File: src/rtl/access_hist_mon.sv
module access_hist_mon #(
  parameter int ADDR_W     = 16,
  parameter int PAGE_SHIFT = 8,
  parameter int NODE_W     = 2,
  parameter int SLOTS      = 4,
  parameter int CNT_W      = 4,
  parameter int RING_AW    = 3,
  parameter int DROP_W     = 8
) (
  input  logic                         clk,
  input  logic                         rst_n,
  input  logic                         snoop_valid,
  input  logic [ADDR_W-1:0]            snoop_addr,
  input  logic [NODE_W-1:0]            snoop_node,
  input  logic                         flush_req,
  input  logic                         ring_pop,
  output logic                         rec_wr_en,
  output logic [RING_AW-1:0]           rec_wr_addr,
  output logic [ADDR_W-PAGE_SHIFT-1:0] rec_page,
  output logic [NODE_W-1:0]            rec_node,
  output logic [CNT_W-1:0]             rec_count,
  output logic [RING_AW-1:0]           ring_head,
  output logic [RING_AW-1:0]           ring_tail,
  output logic [RING_AW:0]             ring_level,
  output logic                         lost_flag,
  output logic [DROP_W-1:0]            drop_count,
  output logic                         flush_busy,
  output logic                         flush_done
);
  localparam int PAGE_W = ADDR_W - PAGE_SHIFT;
  localparam int SLOT_W = (SLOTS > 1) ? $clog2(SLOTS) : 1;
  localparam logic [SLOT_W-1:0] LAST_SLOT = SLOT_W'(SLOTS - 1);
  localparam logic [CNT_W-1:0] CNT_LIMIT = {{(CNT_W-1){1'b1}}, 1'b0};
  localparam logic [RING_AW:0] RING_DEPTH = (RING_AW+1)'(1 << RING_AW);

  logic [SLOTS-1:0]  vld;
  logic [PAGE_W-1:0] tag_page [SLOTS];
  logic [NODE_W-1:0] tag_node [SLOTS];
  logic [CNT_W-1:0]  cnt      [SLOTS];
  logic [SLOT_W-1:0] rr, fptr;

  wire [PAGE_W-1:0] s_page = snoop_addr[ADDR_W-1:PAGE_SHIFT];
  wire s_act = snoop_valid && !flush_busy;

  logic              hit, free_any;
  logic [SLOT_W-1:0] hit_idx, free_idx;

  always_comb begin
    hit = 1'b0; hit_idx = '0; free_any = 1'b0; free_idx = '0;
    for (int i = SLOTS - 1; i >= 0; i--) begin
      if (vld[i] && tag_page[i] == s_page && tag_node[i] == snoop_node) begin
        hit = 1'b1; hit_idx = SLOT_W'(i);
      end
      if (!vld[i]) begin
        free_any = 1'b1; free_idx = SLOT_W'(i);
      end
    end
  end

  wire [CNT_W-1:0] cnt_inc  = cnt[hit_idx] + 1'b1;
  wire             at_limit = cnt_inc == CNT_LIMIT;

  logic              ev_en;
  logic [PAGE_W-1:0] ev_page;
  logic [NODE_W-1:0] ev_node;
  logic [CNT_W-1:0]  ev_cnt;

  always_comb begin
    ev_en = 1'b0; ev_page = tag_page[fptr]; ev_node = tag_node[fptr]; ev_cnt = cnt[fptr];
    if (flush_busy) begin
      ev_en = vld[fptr];
    end else if (snoop_valid && hit && at_limit) begin
      ev_en = 1'b1; ev_page = s_page; ev_node = snoop_node; ev_cnt = CNT_LIMIT;
    end else if (snoop_valid && !hit && !free_any) begin
      ev_en = 1'b1; ev_page = tag_page[rr]; ev_node = tag_node[rr]; ev_cnt = cnt[rr];
    end
  end

  wire ring_full = ring_level == RING_DEPTH;
  wire push      = ev_en && !ring_full;
  wire pop_ok    = ring_pop && ring_level != '0;
  wire lose      = ev_en && ring_full;
  wire ignore    = snoop_valid && flush_busy;

  wire [1:0]        drop_inc = {1'b0, lose} + {1'b0, ignore};
  wire [DROP_W:0]   drop_sum = {1'b0, drop_count} + (DROP_W+1)'(drop_inc);

  always_ff @(posedge clk) begin
    if (!rst_n) begin
      vld <= '0;
      for (int i = 0; i < SLOTS; i++) begin
        tag_page[i] <= '0; tag_node[i] <= '0; cnt[i] <= '0;
      end
      rr <= '0; fptr <= '0;
      rec_wr_en <= 1'b0; rec_wr_addr <= '0; rec_page <= '0; rec_node <= '0; rec_count <= '0;
      ring_head <= '0; ring_tail <= '0; ring_level <= '0;
      lost_flag <= 1'b0; drop_count <= '0;
      flush_busy <= 1'b0; flush_done <= 1'b0;
    end else begin
      rec_wr_en <= push;
      if (push) begin
        rec_wr_addr <= ring_head;
        rec_page    <= ev_page;
        rec_node    <= ev_node;
        rec_count   <= ev_cnt;
        ring_head   <= ring_head + 1'b1;
      end
      if (pop_ok) ring_tail <= ring_tail + 1'b1;
      ring_level <= ring_level + {{RING_AW{1'b0}}, push} - {{RING_AW{1'b0}}, pop_ok};
      if (lose) lost_flag <= 1'b1;
      drop_count <= drop_sum[DROP_W] ? '1 : drop_sum[DROP_W-1:0];

      if (flush_busy) begin
        vld[fptr] <= 1'b0;
      end else if (snoop_valid) begin
        if (hit) begin
          cnt[hit_idx] <= at_limit ? '0 : cnt_inc;
        end else if (free_any) begin
          vld[free_idx]      <= 1'b1;
          tag_page[free_idx] <= s_page;
          tag_node[free_idx] <= snoop_node;
          cnt[free_idx]      <= CNT_W'(1);
        end else begin
          tag_page[rr] <= s_page;
          tag_node[rr] <= snoop_node;
          cnt[rr]      <= CNT_W'(1);
          rr           <= (rr == LAST_SLOT) ? '0 : rr + 1'b1;
        end
      end

      flush_done <= flush_busy && fptr == LAST_SLOT;
      if (flush_busy) begin
        fptr <= (fptr == LAST_SLOT) ? '0 : fptr + 1'b1;
        if (fptr == LAST_SLOT) flush_busy <= 1'b0;
      end else if (flush_req) begin
        flush_busy <= 1'b1;
        fptr       <= '0;
      end
    end
  end

  wire unused_ok = s_act;
endmodule


File: config.mk
export PLATFORM = sky130hd
export DESIGN_NAME = access_hist_mon
export DESIGN_NICKNAME = d
export VERILOG_FILES = /design/src/rtl/access_hist_mon.sv
export SDC_FILE = /design/constraint.sdc
export NUM_CORES = 1
export LEC_CHECK = 0
export BUFFER_PORTS_ARGS = -buffer_cell sky130_fd_sc_hd__buf_4
export CAP_MARGIN = 30
export CORE_MARGIN = 5
export CORE_UTILIZATION = 55
export CTS_CLUSTER_DIAMETER = 50
export DETAILED_ROUTE_END_ITERATION = 10
export HOLD_SLACK_MARGIN = 0.15
export PLACE_DENSITY = 0.79
export SLEW_MARGIN = 20
export SYNTH_ARGS = -nofsm -noshare
export SYNTH_HDL_FRONTEND = slang
export SYNTH_SLANG_ARGS = --single-unit
File: constraint.sdc
create_clock -name clk -period 6.1 [get_ports clk]
set_input_delay 0.61 -clock clk [delete_from_list [all_inputs] [get_ports clk]]
set_output_delay 0.61 -clock clk [all_outputs]
set_load 0.05 [all_outputs]
# Yosys cells after proc, flatten, opt, wreduce, memory -nomap -nowiden
# Memories as Yosys holds them, arrays and structs flattened. A register that Yosys moved wholly into a read port is not among the register bits.
# Cells that the tools add are included.
# totals
register_bits	47
ramBits	56
input_bits	23
out_inout_bits	39
word_cells	183
mem_count	3
# op_classes
addsub	9
order_cmp	4
eq_ne	13
mux	98
bitwise	6
reduce_logical	35
# mem_list
name	words	width	rd	rd_ports_with_merged_regs	write_ports	line_no	source
tag_page	4	8	6	2	4	37	logic [PAGE_W-1:0] tag_page [SLOTS];
cnt	4	4	3	2	4	39	logic [CNT_W-1:0] cnt [SLOTS];
tag_node	4	2	6	2	4	38	logic [NODE_W-1:0] tag_node [SLOTS];
# ops
cell	n
2-to-1 mux 2 bit	36
2-to-1 mux 8 bit	6
2-to-1 mux 4 bit	11
2-to-1 mux 1 bit	42
== test 8 bit	4
logical AND 1 bit	19
OR reduction 8 bit	2
OR reduction 4 bit	3
adder 8 x 2 -> 9 bit	1
== test 2 bit	4
== test 4 bit (second input constant)	2
adder 3 x 1 -> 3 bit (second input constant)	2
< comparator 2 x 3 -> 1 bit (second input constant)	2
nonzero test 2 bit	3
adder 2 x 1 -> 2 bit (second input constant)	2
adder 4 x 1 -> 4 bit	1
adder 4 x 1 -> 4 bit (second input constant)	1
AND 4 bit	1
demux 1 bit (select 2 bit)	2
== test 2 bit (second input constant)	2
>= comparator 2 x 1 -> 1 bit (second input constant)	2
NOT 4 bit	1
OR 4 bit	1
AND reduction 4 bit	1
9 further kinds	14

# Logic depth before layout (Yosys ltp)
# logic_depth
depth_word	17
depth_mapped	23
depth_no_buf	20

# Least setup slack after synthesis
# OpenSTA, ideal clock, no wires.
# synth_timing
path_kind	input -> register
start	in snoop_addr[14]
end	reg drop_count[4]
setup_time_ns	0.059
arrival_time_ns	4.631
required_time_ns	6.041
path_slack_ns	1.410
path_stages	22
n_path_buf	2
cell_sequence	buf_2 > xnor2_1 > nand4_1 > or4_4 > o21ai_0 > and2_1 > buf_2 > mux2_2 > inv_1 > ha_1 > nor2b_1 > nand2_1 > a211o_1 > nand2_1 > nand3_1 > fa_1 > nor2b_1 > and4_1 > and3_1 > nand2_1 > o21ai_0 > and2_1
# synth_between
elab_chain_cells	17
elab_cells_between_ends	35
classes_between	3 x add/sub; 5 x eq/ne; 12 x mux; 14 x reduce/logical; 1 x memory
# synth_rtl
item	line_no	source
from (decl)	13	input logic [ADDR_W-1:0] snoop_addr,
== test 8 bit	51	if (vld[i] && tag_page[i] == s_page && tag_node[i] == snoop_node) begin
logical AND 1 bit (2 in a row)	51	
2-to-1 mux 2 bit or 2-to-1 mux 1 bit (tied branches) (4 in a row)	51	
memory read (4 x 4 bit) or logical NOT 1 bit (tied branches)	n/a	
adder 4 x 1 -> 4 bit or logical AND 1 bit (tied branches)	60, 74	
== test 4 bit or logical AND 1 bit (tied branches)	61, 74	
logical AND 1 bit or 2-to-1 mux 1 bit (tied branches)	72, 74	
2-to-1 mux 1 bit *	72	end else if (snoop_valid && hit && at_limit) begin
2-to-1 mux 1 bit *	70	if (flush_busy) begin
logical AND 1 bit *	82	wire lose = ev_en && ring_full;
adder 1 x 1 -> 2 bit *	85	wire [1:0] drop_inc = {1'b0, lose} + {1'b0, ignore};
adder 8 x 2 -> 9 bit *	86	wire [DROP_W:0] drop_sum = {1'b0, drop_count} + (DROP_W+1)'(drop_inc);
2-to-1 mux 8 bit *	111	drop_count <= drop_sum[DROP_W] ? '1 : drop_sum[DROP_W-1:0];
to (signal assigned)	111	
to (decl)	26	output logic [DROP_W-1:0] drop_count,
# Every way passes the cells marked *; elsewhere a longest branch is shown, timed or not.
# A chain may end at the register's enable or synchronous reset.

==> qor.yml <==
min_path_type: "flop to flop"
maxSlewHeadroom_pct: 40.88
yosysSeqAreaShare_pct: 43.39
antenna_found_initial: 0
num_io_pins: 62
clkTransAtPathRegs_ns: 0.07
p_leak_uw: 0.002626
synth_top_area_cell: "edfxtp_1"
vias: 4730
final-setup-viol-count: 0
finClkSkew_ns: 0.007474
power.total_uw: 1866
dieHeight_um: 116.4
cts_sinks: 107
io_buffers: 53
crit_arrival_ns: 5.33
worst-setup-path-type: "flop to flop"
outcome: "finished clean"
initialDrtViolationCount: 517
stdcell_area_sq_mm: 0.006982
cts_tree: "built"
synth_seq_cells: 107
cap_violations: 0
synth_cells: 595
critPathMaxStageDelay_ns: 0.47
regToRegSetupSlack_ns: 1.07
place_area_sq_mm: 0.006674
grt_overflow: 0
path_cells: "xnor2_1 -> nand4_1 -> nor4_1 -> o211ai_2 -> mux2i_1 -> mux2_2 -> inv_1 -> ha_1 -> nor2b_1 -> nand2_1 -> a211o_1 -> nand2_1 -> nand3_1 -> fa_1 -> nor2b_1 -> and4_1 -> and3_1 -> nand2_1 -> o21ai_0 -> and2_1"
synth_edf_count: 56
crit_path_top_delay_cell: "fa_1"
diodes: 0
crit_top_cell: "nand2_1"
maxSlewViolCount: 0
post_cts_hold_buffer_count: 0
dp_hpwl_um: 11210
grt_use_total_pct: 23.20
nets: 667
areaGrowthSynthToFinish_pct: 12.09
yosysMostFrequentCell: "nor2_1"
fin_util_pct: 63.57
cts_made_buffers: 9
ys_types: 58
crit_fanout: 9
netlist_area_sq_mm: 0.006228
yosysWarnings: 0
clock_latency_ns: 0.35
routed_wl_um: 15020
setup_tns_ns: 0
drive_above_1_share_pct: 18.23
final_antenna_net_count: 0
synth_common_cells: "62 x nor2_1, 56 x edfxtp_1, 51 x dfxtp_1"
synthTopCellsByArea: "edfxtp_1 27%, dfxtp_1 16%, mux4_2 10%"
layout_setup_ws_ns: 1.072
synthFlopType: "edfxtp_1"
htree_num_levels: 3
synth_area_per_cell_sq_um: 10.47
grt_pass1_wl_um: 23980
wl_per_cell_um: 19.47
tightest_slew_ns: 0.8856
cp-end-kind: "flop"
finalCritPeriodShare_pct: 82.43
core_sq_mm: 0.01098
num_rows: 38
post_cts_buffers: 0
first_pass_iters: 5
drt_drc_violations_left: 0
crit_buf_inv: 1
grt_start_max_net_pins: 53
fin_crit_ns: 5.028
place.gp.congestion: 0.9541
synth-async-reset-ratio_pct: 0
startpoint_type: "flop"
via_per_inst: 6.135
initial_core_util_pct: 56.71
pre_cts_slack_ns: 0.8034
critical-path-top-delay-family: "simple AND/OR/NAND/NOR gates"
synth_nets: 635
rsz0062_at_grt: "false"
vdd_drop_max_uv: 286.8
grt_pass1_vias: 4592
hold_viol_final: 0
required_ns: 6.40
synth_top_area_share_pct: 27.00
cts_resized: 0
die_w_um: 116.4
max_freq_mhz: 198.9
clockRootBuffer: "clkbuf_16"
power_density_mw_per_mm2: 267.2
cts_buffer_depth: 2
die-area_sq_mm: 0.01355
[per-stage QoR]
| stage | hold slack, ns | cells |
|---|---|---|
| 4_1_cts | 0.4672 | 771 |
| 3_3_place_gp | 0.4441 | 753 |
| 2_1_floorplan | 0.5029 | 595 |
| 3_5_place_dp | 0.4535 | 756 |
| 6_report | 0.4631 | 771 |
| 5_1_grt | 0.4828 | 771 |
[worst paths after layout]
check / depth (start not counted) / to / startpoint
max: 20 / drop_count[4] / tag_page[2][2]
min: 2 / lost_flag / lost_flag
max reg2reg: 20 / drop_count[4] / tag_page[2][2]
min reg2reg: 2 / lost_flag / lost_flag
[report_power, final]
group,internal [uW],total [uW],switching (uW)
registers,809,854,45.4
clock network,356,611,255
logic,152,400,248
total,1320,1870,548
[sequential cells by signal, indices dropped and copies added (netlist names), named ones only]
name	cells
tag_node	8
rec_page	8
fptr	2
tag_page	32
ring_head	3
rr	2
rec_count	4
ring_level	4
rec_wr_en	1
rec_node	2
vld	4
ring_tail	3
rec_wr_addr	3
drop_count	8
cnt	16
flush_busy	1
lost_flag	1
flush_done	1
[final cells by class]
type / count / area (sq um)
clock buffer: 10 / 229.0
clock inverter: 5 / 78.83
fill: 864 / 4001
inverter: 40 / 150.1
multi-input combinational: 409 / 3181
sequential: 107 / 2703
tap: 140 / 175.2
timing repair buffer: 60 / 465.4
[tightest hold or removal path: cells and delay by family, from the launching register on]
family	cells	cell delay, ns
AOI/OAI and AO/OA	1	0.06
buffers and inverters	1	0.04
DFF	1	0.31
[cells in the final DEF (no fill, tap or decap), drive strengths merged, types with 10 or more instances in the layout]
cell / instances
xnor2: 43
o311ai: 10
dfxtp: 51
edfxtp: 56
clkbuf: 10
nor3: 15
o21ai: 20
ha: 15
nand4: 14
nor2: 62
a21oi: 20
nand2: 44
and2: 11
buf: 60
inv: 40
nor2b: 18
mux4: 29
o2bb2ai: 10
mux2i: 21
[kinds of logic (layout without fill, tap and decap cells)]
group	count (synthesis)	after routing	share of synthesized area [%]
buf+inv	79	115	5.544
flops	107	107	43.39
fa+ha+maj	17	17	3.656
simple gates	201	201	16.19
xor+xnor	51	51	7.172
compound gates	87	87	9.642
mux	53	53	14.40
[per-layer routing]
| metal | vias to the layer above | track usage (%) | wire length [um] |
|---|---|---|---|
| met2 | 208 | 38.52 | 7255 |
| li1 | 2189 | - | - |
| met3 | 34 | 4.041 | 1126 |
| met5 | - | 0 | 0 |
| met1 | 2299 | 29.87 | 6182 |
| met4 | 0 | 10.21 | 450 |
No activity file was read; power rests on OpenSTA's default activity.
